===== config.mk =====
export PLATFORM = sky130hd
export DESIGN_NAME = wfa_fetch_unit
export DESIGN_NICKNAME = d
export VERILOG_FILES = /design/src/rtl/wfa_pkg.sv /design/src/rtl/wfa_addr_unit.sv /design/src/rtl/wfa_dup.sv /design/src/rtl/wfa_mod_adder.sv /design/src/rtl/wfa_fetch_unit.sv
export SDC_FILE = /design/constraint.sdc
export NUM_CORES = 1
export LEC_CHECK = 0
export ABC_AREA = 1
export BUFFER_PORTS_ARGS = -buffer_cell sky130_fd_sc_hd__buf_2
export CAP_MARGIN = 25
export CORE_ASPECT_RATIO = 0.75
export CORE_MARGIN = 10
export CORE_UTILIZATION = 55
export DETAILED_ROUTE_END_ITERATION = 8
export GPL_TIMING_DRIVEN = 0
export PLACE_DENSITY_LB_ADDON = 0.15
export SLEW_MARGIN = 20
export SYNTH_ARGS = -nofsm -noshare
export SYNTH_HDL_FRONTEND = slang
export SYNTH_SLANG_ARGS = --single-unit

===== constraint.sdc =====
create_clock -name clk -period 6.3 [get_ports clk]
set_input_delay 0.945 -clock clk [delete_from_list [all_inputs] [get_ports clk]]
set_output_delay 0.945 -clock clk [all_outputs]
set_load 0.01 [all_outputs]

===== src/rtl/wfa_pkg.sv =====
package wfa_pkg;
  typedef enum logic [1:0] {
    FM_W16  = 2'd0,
    FM_W32  = 2'd1,
    FM_W32F = 2'd2,
    FM_W64  = 2'd3
  } fmode_e;
endpackage


===== src/rtl/wfa_addr_unit.sv =====
module wfa_addr_unit
  import wfa_pkg::*;
#(
  parameter int PTR_W = 21
) (
  input  fmode_e             mode,
  input  logic [PTR_W-1:0]   ptr,
  output logic [PTR_W-1:0]   aligned,
  output logic [PTR_W-1:0]   step,
  output logic [1:0]         lo_bits
);
  logic [PTR_W-1:0] mask;

  always_comb begin
    unique case (mode)
      FM_W16:  begin mask = PTR_W'(1); step = PTR_W'(2); lo_bits = 2'd0; end
      FM_W32,
      FM_W32F: begin mask = PTR_W'(3); step = PTR_W'(4); lo_bits = 2'd2; end
      default: begin mask = PTR_W'(7); step = PTR_W'(8); lo_bits = 2'd3; end
    endcase
    aligned = ptr & ~mask;
  end
endmodule


===== src/rtl/wfa_dup.sv =====
module wfa_dup
  import wfa_pkg::*;
#(
  parameter int WORD_W = 16
) (
  input  fmode_e                 mode,
  input  logic [2:0]             addr_lo,
  input  logic [4*WORD_W-1:0]    raw,
  output logic [4*WORD_W-1:0]    data
);
  localparam int DW = 4 * WORD_W;
  localparam int HW = 2 * WORD_W;

  logic             unal4;
  logic             unal8;
  logic [DW-1:0]    wide_s1;
  logic [DW-1:0]    wide_s2;
  logic [HW-1:0]    pair;

  assign unal4 = (addr_lo[1:0] != 2'b00);
  assign unal8 = (addr_lo != 3'b000);

  always_comb begin
    wide_s1 = raw;
    if (unal8) wide_s1[DW-1:HW] = raw[HW-1:0];
  end

  for (genvar h = 0; h < 2; h++) begin : g_half
    assign wide_s2[h*HW +: HW] = unal4
      ? {wide_s1[h*HW +: WORD_W], wide_s1[h*HW +: WORD_W]}
      : wide_s1[h*HW +: HW];
  end

  always_comb begin
    data = '0;
    pair = raw[HW-1:0];
    unique case (mode)
      FM_W16: data[WORD_W-1:0] = raw[WORD_W-1:0];
      FM_W32: begin
        if (unal4) pair[HW-1:WORD_W] = raw[WORD_W-1:0];
        data[HW-1:0] = pair;
      end
      FM_W32F: begin
        if (unal4) pair[HW-1:WORD_W] = raw[WORD_W-1:0];
        else       pair[WORD_W-1:0]  = raw[HW-1:WORD_W];
        data[HW-1:0] = pair;
      end
      default: data = wide_s2;
    endcase
  end

  always_comb begin
    if (mode == FM_W16)
      AST_M0_UPPER_ZERO: assert (data[DW-1:WORD_W] == '0);
    if (mode == FM_W32F)
      AST_M2_HALVES_EQ: assert (data[HW-1:WORD_W] == data[WORD_W-1:0]);
    if (mode == FM_W64 && unal8)
      AST_M3_UNALIGNED_DUP: assert (data[DW-1:HW] == data[HW-1:0]);
  end
endmodule


===== src/rtl/wfa_mod_adder.sv =====
module wfa_mod_adder #(
  parameter int PTR_W = 21,
  parameter int MOD_W = 16
) (
  input  logic [PTR_W-1:0] base,
  input  logic [MOD_W-1:0] modv,
  input  logic [1:0]       lo_bits,
  output logic [PTR_W-1:0] sum
);
  logic [PTR_W-1:0] mod_ext;
  logic [PTR_W-1:0] lo_mask;
  logic [PTR_W-1:0] lo_sum;
  logic [PTR_W-1:0] hi_sum;

  assign mod_ext = PTR_W'($signed(modv));

  always_comb begin
    lo_mask = (PTR_W'(1) << lo_bits) - PTR_W'(1);
    lo_sum  = (base + mod_ext) & lo_mask;
    hi_sum  = (base & ~lo_mask) + (mod_ext & ~lo_mask);
    sum     = hi_sum | lo_sum;
  end
endmodule


===== src/rtl/wfa_fetch_unit.sv =====
module wfa_fetch_unit
  import wfa_pkg::*;
#(
  parameter int WORD_W = 16,
  parameter int PTR_W  = 21,
  parameter int MOD_W  = 16,
  localparam int DW    = 4 * WORD_W
) (
  input  logic              clk,
  input  logic              rst_n,
  input  logic [1:0]        fetch_mode,
  input  logic              ptr_load,
  input  logic [PTR_W-1:0]  ptr_load_val,
  input  logic              mod_add,
  input  logic [MOD_W-1:0]  mod_val,
  output logic [PTR_W-1:0]  mem_addr,
  input  logic              in_valid,
  output logic              in_ready,
  input  logic [DW-1:0]     in_raw,
  output logic              out_valid,
  input  logic              out_ready,
  output logic [DW-1:0]     out_data,
  output logic [PTR_W-1:0]  ptr_o
);
  fmode_e            mode;
  logic [PTR_W-1:0]  ptr_q;
  logic [PTR_W-1:0]  step;
  logic [1:0]        lo_bits;
  logic [PTR_W-1:0]  after_fetch;
  logic [PTR_W-1:0]  mod_sum;
  logic [PTR_W-1:0]  ptr_d;
  logic [DW-1:0]     fetched;
  logic              fire;

  assign mode     = fmode_e'(fetch_mode);
  assign in_ready = !out_valid || out_ready;
  assign fire     = in_valid && in_ready;
  assign ptr_o    = ptr_q;

  wfa_addr_unit #(.PTR_W(PTR_W)) u_addr (
    .mode    (mode),
    .ptr     (ptr_q),
    .aligned (mem_addr),
    .step    (step),
    .lo_bits (lo_bits)
  );

  wfa_dup #(.WORD_W(WORD_W)) u_dup (
    .mode    (mode),
    .addr_lo (ptr_q[2:0]),
    .raw     (in_raw),
    .data    (fetched)
  );

  assign after_fetch = fire ? (ptr_q + step) : ptr_q;

  wfa_mod_adder #(.PTR_W(PTR_W), .MOD_W(MOD_W)) u_mod (
    .base    (after_fetch),
    .modv    (mod_val),
    .lo_bits (lo_bits),
    .sum     (mod_sum)
  );

  always_comb begin
    if (ptr_load)     ptr_d = ptr_load_val;
    else if (mod_add) ptr_d = mod_sum;
    else              ptr_d = after_fetch;
  end

  always_ff @(posedge clk or negedge rst_n) begin
    if (!rst_n) begin
      ptr_q     <= '0;
      out_valid <= 1'b0;
      out_data  <= '0;
    end else begin
      ptr_q <= ptr_d;
      if (fire) begin
        out_valid <= 1'b1;
        out_data  <= fetched;
      end else if (out_ready) begin
        out_valid <= 1'b0;
      end
    end
  end

  AST_HOLD_STABLE: assert property (@(posedge clk) disable iff (!rst_n)
    out_valid && !out_ready |=> out_valid && $stable(out_data));
  AST_FIRE_GIVES_OUT: assert property (@(posedge clk) disable iff (!rst_n)
    in_valid && in_ready |=> out_valid);
  AST_LOAD_WINS: assert property (@(posedge clk) disable iff (!rst_n)
    ptr_load |=> ptr_o == $past(ptr_load_val));
endmodule


==> results.sh <==
export IMPL_status="complete, no violations"
export IMPL_hp_start="out_data[26]"
export IMPL_clock_skew_ns=0.00624
export IMPL_postCtsHoldBufs=0
export IMPL_path_cells="buf_2 -> inv_1 -> ha_1 -> ha_1 -> fa_1 -> nand2_1 -> nand2_1 -> nand2_2 -> nor3_2 -> xnor2_1 -> inv_1 -> ha_1 -> nand2_1 -> inv_1 -> a21oi_1 -> nor2_1 -> nor2_1 -> nand3_1 -> nand2_1 -> nand2_1 -> o21ai_0 -> nand2_1"
export IMPL_seq_area_mm2=0.00215
export IMPL_place_congestion=0.971
export IMPL_reg2reg_depth=19
export IMPL_synth_cell_types=37
export IMPL_multiInputGateArea_mm2=0.00342
export IMPL_routedWlPerCell_um=17.8
export IMPL_report_final_slew_viol_count=0
export IMPL_yosysMostFrequentCell="nand2_1"
export IMPL_static_leakage_power_nw=4.07
export IMPL_critPathRequiredTime_ns=6.52
export IMPL_core_mm2=0.0109
export IMPL_clock_sinks=86
export IMPL_hp_class="flop to flop"
export IMPL_period_minus_slack_ns=4.09
export IMPL_dr_total_vias=6855
export IMPL_grt_pass1_vias=6739
export IMPL_cts_max_level=3
export IMPL_yosysWarnings=0
export IMPL_vdd_ir_drop_max_mv=0.161
export IMPL_post_route_util=0.702
export IMPL_post_route_period_util=0.649
export IMPL_reg2reg_slack_ns=2.75
export IMPL_combPwrFrac=0.380
export IMPL_min_to="out_data[26]"
export IMPL_rsz0062_at_grt="false"
export IMPL_reg2reg_from="ptr_o[1]"
export IMPL_cts_setup_buffers=0
export IMPL_synthFlopType="dfrtp_1"
export IMPL_synthTopCellsByArea="dfrtp_1 35%, nand2_1 14%, nor2_1 8.7%"
export IMPL_syn_cell_area_mm2=0.00617
export IMPL_drc_errors=0
export IMPL_drtPass1Iterations=5
export IMPL_p_seq_frac=0.347
export IMPL_synth_nets=1022
export IMPL_postRouteAntennaNets=0
export IMPL_tns_ns=0
export IMPL_setup_violations_final=0
export IMPL_netSwitchingFraction=0.389
export IMPL_root_buffer="clkbuf_16"
export IMPL_dp_hpwl_um=17600
export IMPL_syn_avg_cell_area_um2=6.99
export IMPL_port_buffers=201
export IMPL_synth_top_area_frac=0.349
export IMPL_drive_above_1_share=0.243
export IMPL_worst_slew_pin_slew_ns=0.633
export IMPL_p_per_area_mw_per_mm2=261
export IMPL_synth_seq_cells=86
export IMPL_async_reset_ff_frac=1.00
export IMPL_antenna_found_initial=0
export IMPL_cap_violations=0
export IMPL_hold_depth=2
export IMPL_die_area_mm2=0.0159
export IMPL_start_util=0.564
export IMPL_die_width_um=142
export IMPL_seq_area_frac_synth=0.349
export IMPL_grt_overflow=0
export IMPL_detail_route_vias_per_cell=5.52
export IMPL_synth_edf_count=0
export IMPL_io_pins=217
export IMPL_fill_cells=1022
export IMPL_cts_tree="built"
export IMPL_grt_max_degree=56
export IMPL_cp_max_fo=5
export IMPL_grt_util_all_layers=0.267
export IMPL_endpoint_kind="flop"
export IMPL_nets=1235
export IMPL_syn_instance_count=883
export IMPL_worst_setup_path_type="input port to flop"
export IMPL_p_int_mw=1.22
export IMPL_p_sw_mw=0.778
export IMPL_cp_slowest_cell="fa_1"
export IMPL_cp_common_cell="nand2_1"
export IMPL_clock_path_buffers=2
export IMPL_grt_pass1_wl_um=34500
export IMPL_synth_commonest_cells="229 x nand2_1, 143 x nor2_1, 86 x dfrtp_1"
export IMPL_routed_wl_um=22100
export IMPL_drtIter0Drc=607
export IMPL_clk_pin_slew_ns=0.06
export IMPL_syn_to_final_growth_pct=24.5
export IMPL_antenna_cells=0
export IMPL_num_rows=33
export IMPL_cts_resized=0
export IMPL_numCtsBuffers=9
export IMPL_arrival_ns=4.31
export IMPL_reg2reg_to="ptr_o[17]"
export IMPL_yosys_area_top_type="dfrtp_1"
export IMPL_slowest_delay_ns=0.45
export IMPL_clock_latency_ns=0.34
export IMPL_power_share_clock=0.273
export IMPL_startpoint_type="input port"
export IMPL_hold_viol=0
export IMPL_fmax_ghz=0.245
export IMPL_die_h_um=112
export IMPL_relSlewSlack=0.578
## cell usage in the layout, fill, tap and decap left out, types with 2 or more instances in the layout
master / instances
nand2_1: 229
buf_2: 209
nor2_1: 143
dfrtp_1: 86
inv_1: 67
a21oi_1: 57
o31ai_1: 47
nand3_1: 44
o21ai_0: 43
clkbuf_1: 37
ha_1: 27
buf_4: 20
xor2_1: 11
xnor2_1: 10
nand4_1: 9
clkbuf_16: 9
o21bai_1: 6
nand2_2: 4
nor3_1: 4
nor2_4: 4
inv_2: 3
a21o_1: 3
fa_1: 3
clkinv_4: 3
nand3_4: 2
o21ai_2: 2
or2_2: 2
o21ai_1: 2
## sequential cells by signal (all words and copies together) (netlist names)
name and flops:
out_data 64, ptr_o 21, out_valid 1
## routing by layer
metal / vias to the layer above / routed length (um) / global-route usage
li1: 3281 / - / -
met1: 3172 / 9650 / 0.362
met2: 379 / 9560 / 0.402
met3: 23 / 2600 / 0.0849
met4: 0 / 280 / 0.0693
met5: - / 0 / 0
## per-stage QoR
stage               setup slack (ns)  hold WS [ns]  std cells  power [mW]  cell area [um2]
floorplan                       2.54         0.516        883        1.17             6170
global placement                1.98         0.460       1224        1.43             7350
detailed placement              1.97         0.464       1225        1.45             7380
CTS                             2.32         0.480       1241        2.00             7680
global route                    1.96         0.496       1241        2.12             7680
finish                          2.21         0.479       1241        2.00             7680
## kinds of logic after synthesis
| kind of cell | synth area share |
|---|---|
| AO/OA/AOI/OAI | 0.157 |
| flip-flops | 0.349 |
| buffers and inverters | 0.0967 |
| other | 0.000608 |
| adder cells (fa/ha/maj) | 0.0645 |
| XOR/XNOR | 0.0298 |
| AND/OR/NAND/NOR | 0.303 |
## power by group through the flow
stage          registers [mW]  logic, mW  clock network, mW
2_1_floorplan           0.731      0.436                  0
4_1_cts                 0.693      0.752              0.554
6_report                0.694      0.762              0.547
3_3_place_gp            0.699      0.734                  0
5_1_grt                 0.704      0.843              0.577
3_5_place_dp            0.702      0.747                  0
## area by class of cell
cell class,instances,share of cell area
clock inverter,6,0.00912
multi-input combinational,661,0.446
sequential,86,0.280
buffer,65,0.0430
clock buffer,10,0.0298
timing repair buffer,202,0.135
inverter,71,0.0347
tap,140,0.0228
## worst max-delay path by stage
stage                  start   endpoint  slack [ns]  cells after the start
2_1_floorplan  fetch_mode[0]  ptr_o[20]        2.54                     23
3_3_place_gp   fetch_mode[0]  ptr_o[12]        1.98                     20
3_5_place_dp   fetch_mode[0]  ptr_o[19]        1.97                     23
4_1_cts        fetch_mode[0]  ptr_o[19]        2.32                     23
5_1_grt        fetch_mode[0]  ptr_o[17]        1.96                     22
6_report       fetch_mode[0]  ptr_o[17]        2.21                     22
## worst max-delay path: cells and delay by family
family	cells	cell delay, ns
AND/OR/NAND/NOR	11	1.08
XOR/XNOR	1	0.25
adder cells (fa/ha/maj)	4	1.32
buffers and inverters	4	0.29
AO/OA/AOI/OAI	2	0.42
Power figures use the tool's default switching activity.
